`src/rtl/tkey_pkg.sv`:
```
package tkey_pkg;

    localparam int NUM_PASS = 3;
    localparam int NUM_KEYS = 3;
    localparam int PASS_W   = 2;

    typedef enum logic [1:0] {
        KM_ONE   = 2'b00,
        KM_TWO   = 2'b01,
        KM_THREE = 2'b10,
        KM_TRIO  = 2'b11
    } key_mode_e;

    typedef enum logic [1:0] {
        KSEL_1 = 2'd0,
        KSEL_2 = 2'd1,
        KSEL_3 = 2'd2
    } key_sel_e;

    typedef enum logic [1:0] {
        ST_IDLE  = 2'd0,
        ST_ISSUE = 2'd1,
        ST_WAIT  = 2'd2
    } seq_state_e;

    typedef struct packed {
        logic      dec;
        key_mode_e mode;
    } run_cfg_t;

    typedef struct packed {
        key_sel_e ksel;
        logic     dec;
    } pass_op_t;

    // Choose the key slot and the core direction for one pass.
    function automatic pass_op_t plan_pass(run_cfg_t cfg, logic [PASS_W-1:0] pass);
        pass_op_t op;
        op.dec = cfg.dec ^ (pass == 2'd1);
        unique case (cfg.mode)
            KM_ONE: op.ksel = KSEL_1;
            KM_TWO: op.ksel = (pass == 2'd1) ? KSEL_2 : KSEL_1;
            default: begin
                if (pass == 2'd1)      op.ksel = KSEL_2;
                else if (pass == 2'd0) op.ksel = cfg.dec ? KSEL_3 : KSEL_1;
                else                   op.ksel = cfg.dec ? KSEL_1 : KSEL_3;
            end
        endcase
        return op;
    endfunction

endpackage

```
`src/rtl/tkey_seq_fsm.sv`:
```
module tkey_seq_fsm
    import tkey_pkg::*;
(
    input  logic              clk,
    input  logic              rst,
    input  logic              start_i,
    input  logic              decrypt_i,
    input  logic [1:0]        mode_i,
    input  logic              rsp_valid_i,
    output logic              load_o,
    output logic              issue_o,
    output logic              step_o,
    output logic              finish_o,
    output logic              busy_o,
    output logic [PASS_W-1:0] pass_o,
    output run_cfg_t          cfg_o
);

    seq_state_e        state_q, state_d;
    logic [PASS_W-1:0] pass_q;
    run_cfg_t          cfg_q;
    logic              take;
    logic              last;

    assign load_o   = (state_q == ST_IDLE) && start_i;
    assign take     = (state_q == ST_WAIT) && rsp_valid_i;
    assign last     = (pass_q == PASS_W'(NUM_PASS - 1));
    assign step_o   = take && !last;
    assign finish_o = take && last;
    assign issue_o  = (state_q == ST_ISSUE);
    assign busy_o   = (state_q != ST_IDLE);
    assign pass_o   = pass_q;
    assign cfg_o    = cfg_q;

    always_comb begin
        state_d = state_q;
        unique case (state_q)
            ST_IDLE:  if (start_i) state_d = ST_ISSUE;
            ST_ISSUE: state_d = ST_WAIT;
            ST_WAIT:  if (rsp_valid_i) state_d = last ? ST_IDLE : ST_ISSUE;
            default:  state_d = ST_IDLE;
        endcase
    end

    always_ff @(posedge clk) begin
        if (rst) begin
            state_q <= ST_IDLE;
            pass_q  <= '0;
            cfg_q   <= '0;
        end else begin
            state_q <= state_d;
            if (load_o) begin
                pass_q    <= '0;
                cfg_q.dec <= decrypt_i;
                cfg_q.mode <= key_mode_e'(mode_i);
            end else if (step_o) begin
                pass_q <= pass_q + 2'd1;
            end
        end
    end

endmodule

```
`src/rtl/tkey_key_plan.sv`:
```
module tkey_key_plan
    import tkey_pkg::*;
#(
    parameter int KW = 64
) (
    input  logic              clk,
    input  logic              rst,
    input  logic              load_i,
    input  logic [KW-1:0]     key1_i,
    input  logic [KW-1:0]     key2_i,
    input  logic [KW-1:0]     key3_i,
    input  run_cfg_t          cfg_i,
    input  logic [PASS_W-1:0] pass_i,
    output logic [KW-1:0]     key_o,
    output logic              dec_o
);

    logic [NUM_KEYS-1:0][KW-1:0] key_in;
    logic [NUM_KEYS-1:0][KW-1:0] key_bank;
    pass_op_t                    op;

    assign key_in = {key3_i, key2_i, key1_i};

    for (genvar g = 0; g < NUM_KEYS; g++) begin : g_slot
        logic [KW-1:0] slot_q;
        always_ff @(posedge clk) begin
            if (rst)         slot_q <= '0;
            else if (load_i) slot_q <= key_in[g];
        end
        assign key_bank[g] = slot_q;
    end

    assign op    = plan_pass(cfg_i, pass_i);
    assign key_o = key_bank[op.ksel];
    assign dec_o = op.dec;

endmodule

```
`src/rtl/tkey_data_path.sv`:
```
module tkey_data_path #(
    parameter int DW = 64
) (
    input  logic          clk,
    input  logic          rst,
    input  logic          load_i,
    input  logic          step_i,
    input  logic          finish_i,
    input  logic [DW-1:0] data_i,
    input  logic [DW-1:0] rsp_data_i,
    output logic [DW-1:0] blk_o,
    output logic [DW-1:0] result_o,
    output logic          done_o
);

    logic [DW-1:0] blk_q;
    logic [DW-1:0] result_q;
    logic          done_q;

    always_ff @(posedge clk) begin
        if (rst) begin
            blk_q    <= '0;
            result_q <= '0;
            done_q   <= 1'b0;
        end else begin
            done_q <= finish_i;
            if (load_i)      blk_q <= data_i;
            else if (step_i) blk_q <= rsp_data_i;
            if (finish_i)    result_q <= rsp_data_i;
        end
    end

    assign blk_o    = blk_q;
    assign result_o = result_q;
    assign done_o   = done_q;

endmodule

```
`src/rtl/tkey_pass_seq.sv`:
```
module tkey_pass_seq
    import tkey_pkg::*;
#(
    parameter int DW = 64,
    parameter int KW = 64
) (
    input  logic          clk,
    input  logic          rst,
    input  logic          start_i,
    input  logic          decrypt_i,
    input  logic [1:0]    key_mode_i,
    input  logic [KW-1:0] key1_i,
    input  logic [KW-1:0] key2_i,
    input  logic [KW-1:0] key3_i,
    input  logic [DW-1:0] data_i,
    output logic          core_req_o,
    output logic          core_dec_o,
    output logic [KW-1:0] core_key_o,
    output logic [DW-1:0] core_data_o,
    input  logic          core_rsp_valid_i,
    input  logic [DW-1:0] core_rsp_data_i,
    output logic [DW-1:0] result_o,
    output logic          done_o
);

    logic              load;
    logic              step;
    logic              finish;
    logic              busy;
    logic [PASS_W-1:0] pass_idx;
    run_cfg_t          run_cfg;
    logic              run_dec;

    assign run_dec = run_cfg.dec;

    tkey_seq_fsm u_fsm (
        .clk        (clk),
        .rst        (rst),
        .start_i    (start_i),
        .decrypt_i  (decrypt_i),
        .mode_i     (key_mode_i),
        .rsp_valid_i(core_rsp_valid_i),
        .load_o     (load),
        .issue_o    (core_req_o),
        .step_o     (step),
        .finish_o   (finish),
        .busy_o     (busy),
        .pass_o     (pass_idx),
        .cfg_o      (run_cfg)
    );

    tkey_key_plan #(.KW(KW)) u_keys (
        .clk    (clk),
        .rst    (rst),
        .load_i (load),
        .key1_i (key1_i),
        .key2_i (key2_i),
        .key3_i (key3_i),
        .cfg_i  (run_cfg),
        .pass_i (pass_idx),
        .key_o  (core_key_o),
        .dec_o  (core_dec_o)
    );

    tkey_data_path #(.DW(DW)) u_data (
        .clk        (clk),
        .rst        (rst),
        .load_i     (load),
        .step_i     (step),
        .finish_i   (finish),
        .data_i     (data_i),
        .rsp_data_i (core_rsp_data_i),
        .blk_o      (core_data_o),
        .result_o   (result_o),
        .done_o     (done_o)
    );

endmodule

```
`config.mk`:
```
export PLATFORM = sky130hd
export DESIGN_NAME = tkey_pass_seq
export DESIGN_NICKNAME = d
export VERILOG_FILES = /design/src/rtl/tkey_pkg.sv /design/src/rtl/tkey_seq_fsm.sv /design/src/rtl/tkey_key_plan.sv /design/src/rtl/tkey_data_path.sv /design/src/rtl/tkey_pass_seq.sv
export SDC_FILE = /design/constraint.sdc
export NUM_CORES = 1
export LEC_CHECK = 0
export BUFFER_PORTS_ARGS = -buffer_cell sky130_fd_sc_hd__clkbuf_2
export CAP_MARGIN = 20
export CORE_AREA = 5 5 201 203
export CTS_CLUSTER_SIZE = 8
export DETAILED_ROUTE_END_ITERATION = 12
export DIE_AREA = 0 0 206 208
export GPL_TIMING_DRIVEN = 0
export HOLD_SLACK_MARGIN = 0.08
export PLACE_DENSITY_LB_ADDON = 0.12
export SKIP_LAST_GASP = 1
export SLEW_MARGIN = 20
export SYNTH_ARGS = -nofsm -noshare
export SYNTH_HDL_FRONTEND = slang
export SYNTH_SLANG_ARGS = --single-unit
```
`constraint.sdc`:
```
create_clock -name clk -period 2.65 [get_ports clk]
set_clock_uncertainty 0.2 [all_clocks]
set_input_delay 0.265 -clock clk [delete_from_list [all_inputs] [get_ports clk]]
set_output_delay 0.265 -clock clk [all_outputs]
set_load 0.02 [all_outputs]
```
After elaboration in Yosys (flattened, before gate mapping)
Index checks and enable logic that the tools add are counted.

$add $sub $neg: 1. Multiply operators: 0. Divide/modulo/power cells: 0. $lt $le $gt $ge: 1. Equality and inequality tests: 7. Shifts and indexed selects: 0. Multiplexer cells: 14. Bitwise logic cells: 1. Reductions and logical operators: 11.

Operator list (number): 64-bit two-way mux (3); 64-bit binary-select mux with 2-bit select (1); 2-bit two-way mux (6); 2-bit by 1-bit equality test with 1-bit output, second input constant (3); 2-bit zero test (3); 2-bit case mux with 3 select lines (1); 2-bit equality test, second input constant (2); 1-bit logical AND (4); 2-bit inequality test, second input constant (2); 2-bit case mux with 2 select lines (1); 2-bit by 3-bit < comparator with 1-bit output, second input constant (1); 2-bit by 1-bit adder with 2-bit output, second input constant (1); 1-bit two-way mux (2); 2-bit AND reduction (1); 2-bit nonzero test (1); 2-bit OR reduction (1); 1-bit zero test (1); 1-bit bitwise XOR (1).

Register bits: 328. Bits in latches: 0. Bits in writable memories: 0. ROM bits: 0. Output and inout port bits: 195. Word-level logic and storage cells: 45. Memories: 0.

Depth between registers and ports, before layout
Word-level depth: 6. Depth in mapped cells: 9. Gate-level depth less buffers: 6.

Cells and area by module
Synthesis repeated with hierarchy kept, for this count alone.

Cells, all modules: 1463. Area, all modules: 14151.1 µm².

By module, submodules not included: tkey_key_plan (instances 1, cells each 939, area an instance 8565.7 µm², sequential area each 3843.7 µm²); tkey_data_path (instances 1, cells each 492, area an instance 5257.5 µm², sequential area each 2582.5 µm²); tkey_seq_fsm (instances 1, cells each 32, area an instance 327.8 µm², sequential area each 140.1 µm²).

Worst setup path before layout
Ideal clock, no wire load.

Path type: register to output. Start: register u_fsm.pass_q[0] (netlist: u_fsm.pass_o[0]). End: output core_key_o[0]. Arrival: 1787 ps. Required time: 2185 ps. Setup slack: 398 ps. Stages on the path, launching flop included: 9. Buffers on the path: 3. Cells stage by stage: dfxtp_1 inv_1 ha_1 xor2_1 nor3b_2 buf_4 buf_6 buf_2 o21ai_0.

Longest elaborated chain between the ends: 6. Elaborated cells on any way between the ends: 8. Classes of those cells: eq/ne (1); mux (6); reduce/logical (1).

RTL lines: start, declared (line tkey_seq_fsm.sv:20) `logic [PASS_W-1:0] pass_q;`; start signal, assigned (line tkey_seq_fsm.sv:57) `pass_q <= pass_q + 2'd1;`; 2-bit zero test (line tkey_pkg.sv:45) `else if (pass == 2'd0) op.ksel = cfg.dec ? KSEL_3 : KSEL_1;`; 2-bit two-way mux (line tkey_pkg.sv:45); 2-bit two-way mux (line tkey_pkg.sv:44) `if (pass == 2'd1) op.ksel = KSEL_2;`; 2-bit case mux with 2 select lines * (line tkey_pkg.sv:40) `unique case (cfg.mode)`; 64-bit binary-select mux with 2-bit select * (line tkey_key_plan.sv:34) `assign key_o = key_bank[op.ksel];`; 64-bit two-way mux (not written as such) * (line tkey_key_plan.sv:34); end, declared (line tkey_pass_seq.sv:18) `output logic [KW-1:0] core_key_o,`.

Mark *: on every way between the ends. The rest lies on a longest branch, timed or not. The select of a mux whose other input is x is not followed.

Worst setup path after layout
Start: register u_fsm.pass_q[1] (netlist: u_fsm.pass_o[1]). End: output core_key_o[25].

The elaborated chain is that of the path after synthesis.

==> summary.txt <==
Timing
  • Min setup slack post-route: -0.2376 ns
  • Final setup violation count: 64
  • Final Max Tran Viols: 0
  • Total negative slack: -10.88 ns
  • Number of hold violations in the final report: 0
  • RSZ-0062 raised after global routing: true
  • Worst slew pin tran: around 0.95 ns
  • Fin crit period: 2.888 ns
  • Relative slew slack: 0.3669
  • FMAX: ~0.35 GHz
  • Fin crit share: 1.090

Clock tree
  • CTS tree: built
  • Clock sinks: between 300 and 400
  • Clock transition at path regs: roughly 0.050 ns
  • CTS Buffer Depth: 3
  • CTS H-tree lvls: 2
  • Root buffer cell: clkbuf_16
  • Total CTS buffers: 47
  • Worst-Skew Late Latency: 0.55 ns

Layout
  • Fillers: about 3400
  • Layout cells sized above 1: 0.2986
  • Final core occ: 0.5884
  • Area Growth Syn to Fin: 67.48%
  • Commonest non-fill, non-tap cells in the layout: nand2_1 (646), clkbuf_2 (460), dlygate4sd3_1 (326), dfxtp_1 (326), a21oi_1 (261)
  • Fin nets: 2977
  • Most common cell after layout, fill and taps aside: nand2_1

Synthesis
  • Xor/xnor share of the synthesized area: 0.001953
  • Unique cell type count in the Yosys netlist: 28
  • Synth Area in Adders: 0.003721
  • Simple-gate area share of the yosys netlist: 0.2304
  • Mux share of post-synthesis cell area: 0.04837
  • YS warnings: 0
  • Prevailing post-synth register cell: dfxtp_1
  • Cell area after synthesis: about 0.013 mm2
  • Mapped Cells: between 1500 and 2000
  • Number of synthesized flops with an enable pin: 0
  • Synthesized Nets: 2064
  • Post-synth ARST share: 0
  • Seq cells post-synth: around 330
  • Sequential area share after synthesis: 0.4881
  • Main combinational cell family by area after synthesis: simple AND/OR/NAND/NOR gates
  • Mean Syn Cell Area: roughly 7.8 um2
  • Post-synthesis compound-gate area fraction: 0.1636

Global route
  • All-layer global routing usage: 0.2690
  • Initial antenna violation count: 8
  • Largest net degree at the start of global routing: 13
  • Vias in the first global route: ~16000
  • Global-route wire length before repair: about 92000 um
  • GRT overflow: 0

Routing
  • DR WL/cell: between 15 and 20 um
  • Post-Route WL: 61270 um
  • TritonRoute pass-1 iters: 5
  • Post-route DRC: 0
  • Vias per std cell: 4.948
  • Final ANT Viol Nets: 0
  • Via count: roughly 16000
  • Initial DRC Count: 737

Worst setup path
  • Critical path arrival: between 2 and 2.5 ns
  • Crit Path Class: flip-flop to output port
  • Crit path required time: between 2 and 2.5 ns
  • Worst path cell trace: inv_4, ha_4, and3b_2, a21oi_4, buf_12, clkbuf_16, mux2i_4, o21ai_2, clkbuf_8
  • Reg2Reg Setup Slack: about 0.37 ns
  • CP max stage delay: 0.35 ns
  • Worst r2r src: u_fsm.pass_o[0]$_SDFFE_PP0P_
  • R2R Path End: u_data.blk_o[31]$_SDFFE_PP0P_
  • Cells on worst reg2reg path: 8
  • CP Capture Type: output port
  • CP Launch Type: flip-flop
  • Slowest CP cell: dfxtp_2
  • Max FO, Critical Path: 6

Die
  • Die Span Y: 208 um
  • Core box area: about 0.038 mm2
  • Starting Density: 0.3513
  • Die Wd: between 200 and 250 um
  • Cell Rows: 72
  • Die area: 0.04285 mm2
  • Io pins: 522

Pwr
  • Int Pwr: 0.009479 W
  • LEAKAGE: 9.654 nW
  • Clock Power Share: 0.408
  • P_sw: about 0.0035 W
  • Power, Total: 0.01302 W
  • Combinational fraction of design power: 0.175
  • Worst VDD drop: roughly 0.00043 V
  • Switching share of power: 0.2717
  • Sequential Power Share: 0.417
  • Power per cell area: 577.7 mW/mm2

Placement
  • Placement Setup Slack: -0.2830 ns
  • GP Congestion: 0.8878
  • DP Wirelength: between 40000 and 50000 um
  • Input/output buffers: 520

Min path
  • Hold Path End: u_data.blk_o[63]$_SDFFE_PP0P_
  • Min-delay worst type: input pin to flip-flop
  • HP Start: rst
  • WHS Path Cells: 2

Outcome
  • Status: finished, violations left
  • Failing checks: setup timing

Flow run
  • Max Cap Violations: 0
==> final cells by class <==
| class | count | area (um2) | area share |
|---|---|---|---|
| Sequential cell | 328 | 6571 | 0.2917 |
| Clock buffer | 49 | 1215 | 0.05393 |
| Timing Repair Buffer | 865 | 6441 | 0.2859 |
| Clock inverter | 3 | 33.78 | 0.001500 |
| Multi-Input combinational cell | 1255 | 6603 | 0.2931 |
| Buffer | 146 | 985.9 | 0.04376 |
| Tap cell | 518 | 648.1 | 0.02877 |
| Antenna cell | 6 | 15.01 | 0.0006664 |
| Inverter | 3 | 16.27 | 0.0007220 |
==> power by group through the flow <==
stage	logic [W]	registers [W]	clock network, W
after floorplan	0.000833	0.00557	0
after global placement	0.00171	0.00548	0
after detailed placement	0.00172	0.00549	0
after CTS	0.00221	0.00540	0.00542
after global routing	0.00245	0.00545	0.00563
final	0.00227	0.00543	0.00532
==> flip-flops by register name (all words and copies together) (netlist names) <==
name,flops
u_keys.g_slot.slot_q,192
u_data.blk_o,64
u_data.result_o,64
u_fsm.cfg_o,3
u_fsm.pass_o,2
u_fsm.state_q,2
u_data.done_o,1
==> metrics by stage <==
step           hold slack, ns  area, um2  instances
6_report               0.1737      22530       3173
3_5_place_dp           0.2454      16710       2771
4_1_cts                0.1691      22010       3161
3_3_place_gp           0.2409      16700       2771
5_1_grt                0.1877      22520       3171
2_1_floorplan          0.2010      13450       1733
==> worst max-delay path: cells and delay by family, from the launching register on <==
kind,cells,cell delay [ns]
AOI/OAI and AO/OA,2,0.28
adders and majority gates,1,0.17
muxes,1,0.26
DFF,1,0.35
buffers and inverters,4,0.59
and+or+nand+nor,1,0.22
==> synthesized netlist by cell type (2+ instances only) <==
cell type / number / area [um2]
a21oi_1: 261 / 1306
a311oi_1: 64 / 560.5
buf_12: 6 / 120.1
buf_2: 53 / 265.3
buf_4: 25 / 187.7
buf_6: 5 / 56.30
clkbuf_1: 58 / 217.7
dfxtp_1: 328 / 6566
ha_1: 4 / 50.05
inv_1: 3 / 11.26
mux2i_1: 65 / 650.6
nand2_1: 646 / 2425
nand2_2: 2 / 12.51
nand3_1: 65 / 325.3
nor2_1: 68 / 255.2
nor2b_1: 2 / 12.51
nor3_1: 3 / 15.01
o21ai_0: 4 / 20.02
o21ai_1: 61 / 305.3
xor2_1: 2 / 17.52
==> cells by family (layout without fill, tap and decap cells) <==
| kind of cell | after synthesis | count (layout) |
|---|---|---|
| and+or+nand+nor | 792 | 792 |
| AOI/OAI and AO/OA | 391 | 391 |
| DFF | 328 | 328 |
| buffers and inverters | 150 | 1066 |
| muxes | 65 | 65 |
| adders and majority gates | 4 | 4 |
| xor gates and xnor gates | 3 | 3 |
| other | 0 | 6 |
==> routing by layer <==
| metal | vias to the layer above | wire (um) | track usage |
|---|---|---|---|
| li1 | 7597 | - | - |
| met1 | 7346 | 24370 | 0.3206 |
| met2 | 610 | 30490 | 0.4762 |
| met3 | 138 | 4145 | 0.05777 |
| met4 | 8 | 2223 | 0.09339 |
| met5 | - | 46 | 0 |
==> repair_timing <==
item | 4_1_cts | 5_1_grt
setup endpoints to repair | 64 | 64
gates cloned | 3 | 5
hold buffers | 326 | 0
pin swaps | 5 | 6
endpoints found under the hold margin | 325 | 0
gates resized for setup | 175 | 134
setup buffers | 10 | 2
==> how the worst max path moves through the flow <==
stage                                       startpoint        endpoint  slack, ns  cells past startpoint
after CTS                 u_fsm.pass_o[1]$_SDFFE_PP0P_  core_key_o[50]      -0.25                     10
after global routing      u_fsm.pass_o[1]$_SDFFE_PP0P_  core_key_o[25]      -0.30                      9
after floorplan           u_fsm.pass_o[0]$_SDFFE_PP0P_   core_key_o[0]       0.40                      8
after detailed placement  u_fsm.pass_o[0]$_SDFFE_PP0P_  core_key_o[37]      -0.28                      9
after global placement    u_fsm.pass_o[0]$_SDFFE_PP0P_  core_key_o[37]      -0.26                      9
final                     u_fsm.pass_o[1]$_SDFFE_PP0P_  core_key_o[25]      -0.24                      9
Note: power is estimated with default switching activity, not from simulation.
